[config.mk]
export PLATFORM = sky130hd
export DESIGN_NAME = dsm_pair
export DESIGN_NICKNAME = d
export VERILOG_FILES = /design/src/rtl/dsm_pair_pkg.sv /design/src/rtl/dsm_integ.sv /design/src/rtl/dsm_loop_a.sv /design/src/rtl/dsm_loop_b.sv /design/src/rtl/dsm_pair.sv
export SDC_FILE = /design/constraint.sdc
export NUM_CORES = 1
export LEC_CHECK = 0
export BUFFER_PORTS_ARGS = -buffer_cell sky130_fd_sc_hd__buf_2
export CAP_MARGIN = 25
export CORE_MARGIN = 4
export CORE_UTILIZATION = 37
export CTS_CLUSTER_DIAMETER = 40
export DETAILED_ROUTE_END_ITERATION = 12
export GPL_TIMING_DRIVEN = 0
export PLACE_DENSITY = 0.64
export SYNTH_ARGS = -nofsm -noshare
export SYNTH_HDL_FRONTEND = slang
export SYNTH_SLANG_ARGS = --single-unit
[constraint.sdc]
create_clock -name clk -period 6.4 [get_ports clk]
set_input_delay 0.64 -clock clk [delete_from_list [all_inputs] [get_ports clk]]
set_output_delay 0.64 -clock clk [all_outputs]
set_load 0.005 [all_outputs]
[src/rtl/dsm_pair_pkg.sv]
package dsm_pair_pkg;
  typedef enum logic {
    MAP_UNIPOLAR = 1'b0,
    MAP_BIPOLAR  = 1'b1
  } map_e;
endpackage

[src/rtl/dsm_integ.sv]
module dsm_integ #(
  parameter int ACC_W = 24,
  parameter int EW    = 27
) (
  input  logic                    clk,
  input  logic                    rst_n,
  input  logic                    step,
  input  logic signed [EW-1:0]    inc,
  output logic signed [ACC_W-1:0] q,
  output logic signed [ACC_W-1:0] nxt
);
  localparam logic signed [EW-1:0] TOP = {{(EW-ACC_W+1){1'b0}}, {(ACC_W-1){1'b1}}};
  localparam logic signed [EW-1:0] BOT = {{(EW-ACC_W+1){1'b1}}, {(ACC_W-1){1'b0}}};
  localparam logic signed [ACC_W-1:0] TOP_Q = {1'b0, {(ACC_W-1){1'b1}}};
  localparam logic signed [ACC_W-1:0] BOT_Q = {1'b1, {(ACC_W-1){1'b0}}};

  function automatic logic signed [ACC_W-1:0] clamp(input logic signed [EW-1:0] v);
    if (v > TOP)      return TOP_Q;
    else if (v < BOT) return BOT_Q;
    else              return v[ACC_W-1:0];
  endfunction

  logic signed [EW-1:0] sum;
  assign sum = EW'(q) + inc;
  assign nxt = clamp(sum);

  always_ff @(posedge clk) begin
    if (!rst_n)    q <= '0;
    else if (step) q <= nxt;
  end


  sat_top_chk: assert property (@(posedge clk) disable iff (!rst_n)
    (step && q == TOP_Q && inc >= 0) |=> (q == TOP_Q));

  sat_bot_chk: assert property (@(posedge clk) disable iff (!rst_n)
    (step && q == BOT_Q && inc <= 0) |=> (q == BOT_Q));
endmodule

[src/rtl/dsm_loop_a.sv]
module dsm_loop_a
  import dsm_pair_pkg::*;
#(
  parameter int   IN_W  = 16,
  parameter int   ACC_W = 24,
  parameter map_e MAP   = MAP_BIPOLAR
) (
  input  logic                   clk,
  input  logic                   rst_n,
  input  logic                   step,
  input  logic signed [IN_W-1:0] x,
  output logic                   bit_o
);
  localparam int EW = ACC_W + 3;
  localparam logic signed [EW-1:0] FS = {{(EW-IN_W){1'b0}}, 1'b1, {(IN_W-1){1'b0}}};

  function automatic logic signed [EW-1:0] fb_of(input logic b);
    if (b)                     return FS;
    else if (MAP == MAP_BIPOLAR) return -FS;
    else                       return '0;
  endfunction

  logic signed [EW-1:0]    xe, fbv, inc1, inc2;
  logic signed [ACC_W-1:0] u1_q, u1_n, u2_q, u2_n;
  logic                    decide;

  assign xe   = EW'(x);
  assign fbv  = fb_of(bit_o);
  assign inc1 = xe - fbv;
  assign inc2 = EW'(u1_n) - fbv;

  dsm_integ #(.ACC_W(ACC_W), .EW(EW)) u_int1 (
    .clk(clk), .rst_n(rst_n), .step(step), .inc(inc1), .q(u1_q), .nxt(u1_n));
  dsm_integ #(.ACC_W(ACC_W), .EW(EW)) u_int2 (
    .clk(clk), .rst_n(rst_n), .step(step), .inc(inc2), .q(u2_q), .nxt(u2_n));

  assign decide = (u2_n > 0);

  always_ff @(posedge clk) begin
    if (!rst_n)    bit_o <= 1'b0;
    else if (step) bit_o <= decide;
  end


  a_decide_chk: assert property (@(posedge clk) disable iff (!rst_n)
    step |=> (bit_o == (u2_q > 0)));

  a_hold_chk: assert property (@(posedge clk) disable iff (!rst_n)
    !step |=> ($stable(u1_q) && $stable(u2_q) && $stable(bit_o)));
endmodule

[src/rtl/dsm_loop_b.sv]
module dsm_loop_b
  import dsm_pair_pkg::*;
#(
  parameter int   IN_W  = 16,
  parameter int   ACC_W = 24,
  parameter map_e MAP   = MAP_BIPOLAR
) (
  input  logic                   clk,
  input  logic                   rst_n,
  input  logic                   step,
  input  logic signed [IN_W-1:0] x,
  output logic                   bit_o
);
  localparam int EW = ACC_W + 3;
  localparam logic signed [EW-1:0] FS = {{(EW-IN_W){1'b0}}, 1'b1, {(IN_W-1){1'b0}}};

  function automatic logic signed [EW-1:0] fb_of(input logic b);
    if (b)                     return FS;
    else if (MAP == MAP_BIPOLAR) return -FS;
    else                       return '0;
  endfunction

  function automatic logic signed [EW-1:0] weigh(input logic signed [ACC_W-1:0] s1,
                                                 input logic signed [ACC_W-1:0] s2);
    return (EW'(s1) <<< 1) + EW'(s2);
  endfunction

  logic signed [EW-1:0]    xe, fbv, inc1, inc2, vsum;
  logic signed [ACC_W-1:0] v1_q, v1_n, v2_q, v2_n;

  assign xe   = EW'(x);
  assign fbv  = fb_of(bit_o);
  assign inc1 = xe - fbv;
  assign inc2 = EW'(v1_q);

  dsm_integ #(.ACC_W(ACC_W), .EW(EW)) u_int1 (
    .clk(clk), .rst_n(rst_n), .step(step), .inc(inc1), .q(v1_q), .nxt(v1_n));
  dsm_integ #(.ACC_W(ACC_W), .EW(EW)) u_int2 (
    .clk(clk), .rst_n(rst_n), .step(step), .inc(inc2), .q(v2_q), .nxt(v2_n));

  assign vsum = weigh(v1_n, v2_n);

  always_ff @(posedge clk) begin
    if (!rst_n)    bit_o <= 1'b0;
    else if (step) bit_o <= (vsum > 0);
  end


  b_decide_chk: assert property (@(posedge clk) disable iff (!rst_n)
    step |=> (bit_o == (weigh(v1_q, v2_q) > 0)));

  b_hold_chk: assert property (@(posedge clk) disable iff (!rst_n)
    !step |=> ($stable(v1_q) && $stable(v2_q) && $stable(bit_o)));
endmodule

[src/rtl/dsm_pair.sv]
module dsm_pair
  import dsm_pair_pkg::*;
#(
  parameter int   IN_W  = 16,
  parameter int   ACC_W = 24,
  parameter map_e MAP   = MAP_BIPOLAR
) (
  input  logic                   clk,
  input  logic                   rst_n,
  input  logic                   ce,
  input  logic                   b_half,
  input  logic signed [IN_W-1:0] a_in,
  input  logic signed [IN_W-1:0] b_in,
  output logic                   a_bit,
  output logic                   b_bit
);
  logic phase;
  logic a_step, b_step;

  always_ff @(posedge clk) begin
    if (!rst_n)  phase <= 1'b0;
    else if (ce) phase <= ~phase;
  end

  assign a_step = ce;
  assign b_step = ce & (~b_half | phase);

  dsm_loop_a #(.IN_W(IN_W), .ACC_W(ACC_W), .MAP(MAP)) u_loop_a (
    .clk(clk), .rst_n(rst_n), .step(a_step), .x(a_in), .bit_o(a_bit));
  dsm_loop_b #(.IN_W(IN_W), .ACC_W(ACC_W), .MAP(MAP)) u_loop_b (
    .clk(clk), .rst_n(rst_n), .step(b_step), .x(b_in), .bit_o(b_bit));


  hold_chk: assert property (@(posedge clk) disable iff (!rst_n)
    !ce |=> ($stable(a_bit) && $stable(b_bit)));

  half_rate_chk: assert property (@(posedge clk) disable iff (!rst_n)
    (b_half && b_step) |=> (b_half -> !b_step));

  b_with_a_chk: assert property (@(posedge clk) disable iff (!rst_n)
    b_step |-> a_step);
endmodule

==> metrics.csv <==
metric,value,unit
status,"finished, final reports clean",
htreeDepth,3,
synth_area,11800,sq um
wl_met2,16100,microns
fin_crit,6.37,ns
routed-wl-met3,1110,microns
place.gp.congestion,0.895,
portBuffers,37,
mostFrequentLayoutCell,inv_1,
clkSinkCount,99,
finalHoldViolations,0,
synthArstFlopShare,0,%
yosys.area.top_type_share,17.8,%
initialDrtViolationCount,652,
cp.arrival,6.62,ns
r2r_slack,0.03,ns
drc,0,
synthTopCellsByArea,"ha_1 18%, dfxtp_1 17%, inv_1 6.3%",
pre_cts_slack,-1.52,ns
yosysTopAreaCell,ha_1,
cts_tree,done,
cpPeakStageDelay,0.58,ns
grtUsageTotal,17.8,%
clk_pin_slew,0.09,ns
r2r_start,u_loop_a.bit_o$_SDFFE_PN0P_,
min_path_type,reg -> reg,
critPathKind,reg -> reg,
clk_path_buf_depth,2,
yosys_most_used_dff,dfxtp_1,
max_clock_freq,157,MHz
cts_root_buffer,clkbuf_16,
finalNonFillerCells,2033,
period_share,99.6,%
avgSynthCellArea,7.70,sq um
numCtsBuffers,9,
syn_nets,1760,
grt_pass1_vias,10800,
top_layer,met4,
synth_cell_type_count,86,
syn_inst,1530,
dp.cells,1969,
grt_max_degree,19,
syn_to_final_growth,21.0,%
crit_family,compound AO/OA/AOI/OAI gates,
critical_path.endpoint,u_loop_a.bit_o$_SDFFE_PN0P_,
die_area,34800,sq um
worst-path-buf-inv,4,
drt-vias-per-instance,5.55,
cp.required,6.65,ns
layout_common_cells,"191 x inv_1, 132 x ha_1, 131 x nand2_1",
final_nets,1856,
diodes,0,
antenna_found_initial,0,
slowest_stage,fa_1,
m1WireLength,14800,microns
die_h,186,microns
r2r_end,u_loop_a.bit_o$_SDFFE_PN0P_,
grt-ovfl-total,0,
dp_hpwl,25100,microns
seq_area_frac_synth,16.8,%
worstSetupPathDepth,27,
num-fill-cells,3099,
finalSetupViolCount,0,
tightest_slew,0.665,ns
synth-edff-count,0,
maxCapViolCount,0,
drv_slew,0,
drive_gt1_share,17.9,%
firstDrtPassIters,8,
fp.dieW,186,microns
skew,0.0129,ns
yosys_warnings,0,
grt_pass1_wl,52400,microns
num_vias,11300,
clkLatencyLatePin,0.37,ns
io_pins,38,
layout_setup_ws,0.0255,ns
cts_hold_buffers,0,
synth-seq-cells,99,
core_region_area,31500,sq um
wirelength,33100,microns
ant_nets,0,
rsz0062_at_grt,yes,
crit_path_end_kind,register,
slew_headroom,55.3,%
rows,65,
start_util,37.4,%
routedWlPerCell,16.3,microns
reg2regPathDepth,27,
crit_start,u_loop_a.bit_o$_SDFFE_PN0P_,
holdWs,0.473,ns
crit_fanout,5,
timing.setup.tns,0,ns
start_kind,register,
## area by class of cell
cell class | instances | area, sq um | share of cell area, %
timing repair buffer | 94 | 694 | 4.87
inverter | 198 | 747 | 5.24
sequential | 99 | 1990 | 14.0
tap | 402 | 503 | 3.53
clock buffer | 10 | 229 | 1.61
clock inverter | 6 | 55.1 | 0.386
buffer | 45 | 283 | 1.98
multi-input combinational | 1179 | 9750 | 68.4
## worst reg2reg max path, stage by stage, from the launching register on
cell	delay (ns)
dfxtp_4	0.38
buf_6	0.14
fa_1	0.58
ha_4	0.24
a21oi_4	0.14
o21ai_2	0.09
a2111oi_4	0.38
o21a_1	0.19
o41a_1	0.18
o21bai_2	0.10
mux2_4	0.32
a221oi_4	0.26
buf_6	0.19
buf_8	0.13
a21oi_1	0.07
ha_1	0.29
inv_1	0.05
ha_4	0.28
o21ai_2	0.06
a21oi_2	0.17
o2111ai_2	0.15
a2111o_1	0.50
and2_4	0.20
xnor2_1	0.15
or4_4	0.55
nor2_2	0.12
a41oi_2	0.13
a211o_1	0.24
## stage by stage
stage               area (sq um)  util (%)
CTS                        13500      42.9
detailed placement         12500      39.8
global placement           12500      39.8
finish                     14300      45.3
global route               14300      45.3
floorplan                  11800         -
## Yosys cell counts, drive strengths merged, types with 18 or more instances
cell / instances
inv: 198
ha: 168
nand2: 141
nor2: 120
a21oi: 117
dfxtp: 99
o21ai: 94
a221o: 67
xnor2: 57
a21o: 43
clkbuf: 39
xor2: 33
fa: 26
o21a: 19
nor2b: 18
## what timing repair did
action	in CTS	in global routing
buffers inserted	26	25
cloned	5	1
gates resized for setup	85	134
pin swaps	30	56
setup endpoints to repair	26	25
## state kept, by name, indices dropped and copies added (netlist names)
name	flops
u_loop_a.bit_o	1
u_loop_b.u_int1.q	24
u_loop_b.u_int2.q	24
phase	1
u_loop_a.u_int1.q	24
u_loop_a.u_int2.q	24
u_loop_b.bit_o	1
## logic make-up after synthesis
group	share of synthesized area, %
adder cells (fa/ha/maj)	22.5
multiplexers	0.435
AO/OA/AOI/OAI	28.7
flip-flops	16.8
AND/OR/NAND/NOR	16.4
buffers and inverters	8.43
XOR/XNOR	6.69
## routing by layer
| metal | vias to the layer above | global-route usage [%] |
|---|---|---|
| li1 | 5683 | - |
| met1 | 5263 | 22.6 |
| met2 | 273 | 31.5 |
| met3 | 56 | 1.91 |
| met4 | 0 | 6.00 |
| met5 | - | 0 |
## worst min path at each step
stage	startpoint	to	slack [ns]	cells after the start
4_1_cts	u_loop_b.u_int2.q[20]$_SDFFE_PN0P_	u_loop_b.u_int2.q[20]$_SDFFE_PN0P_	0.47	1
3_3_place_gp	u_loop_b.u_int2.q[2]$_SDFFE_PN0P_	u_loop_b.u_int2.q[2]$_SDFFE_PN0P_	0.45	1
6_report	u_loop_b.u_int2.q[20]$_SDFFE_PN0P_	u_loop_b.u_int2.q[20]$_SDFFE_PN0P_	0.47	1
5_1_grt	u_loop_b.u_int2.q[19]$_SDFFE_PN0P_	u_loop_b.u_int2.q[19]$_SDFFE_PN0P_	0.49	2
2_1_floorplan	u_loop_b.u_int2.q[10]$_SDFFE_PN0P_	u_loop_b.u_int2.q[10]$_SDFFE_PN0P_	0.43	2
3_5_place_dp	u_loop_b.u_int2.q[20]$_SDFFE_PN0P_	u_loop_b.u_int2.q[20]$_SDFFE_PN0P_	0.45	1
Power is not shown: default switching activity piles up to over one toggle a cycle in this logic, so the estimate is an artifact.
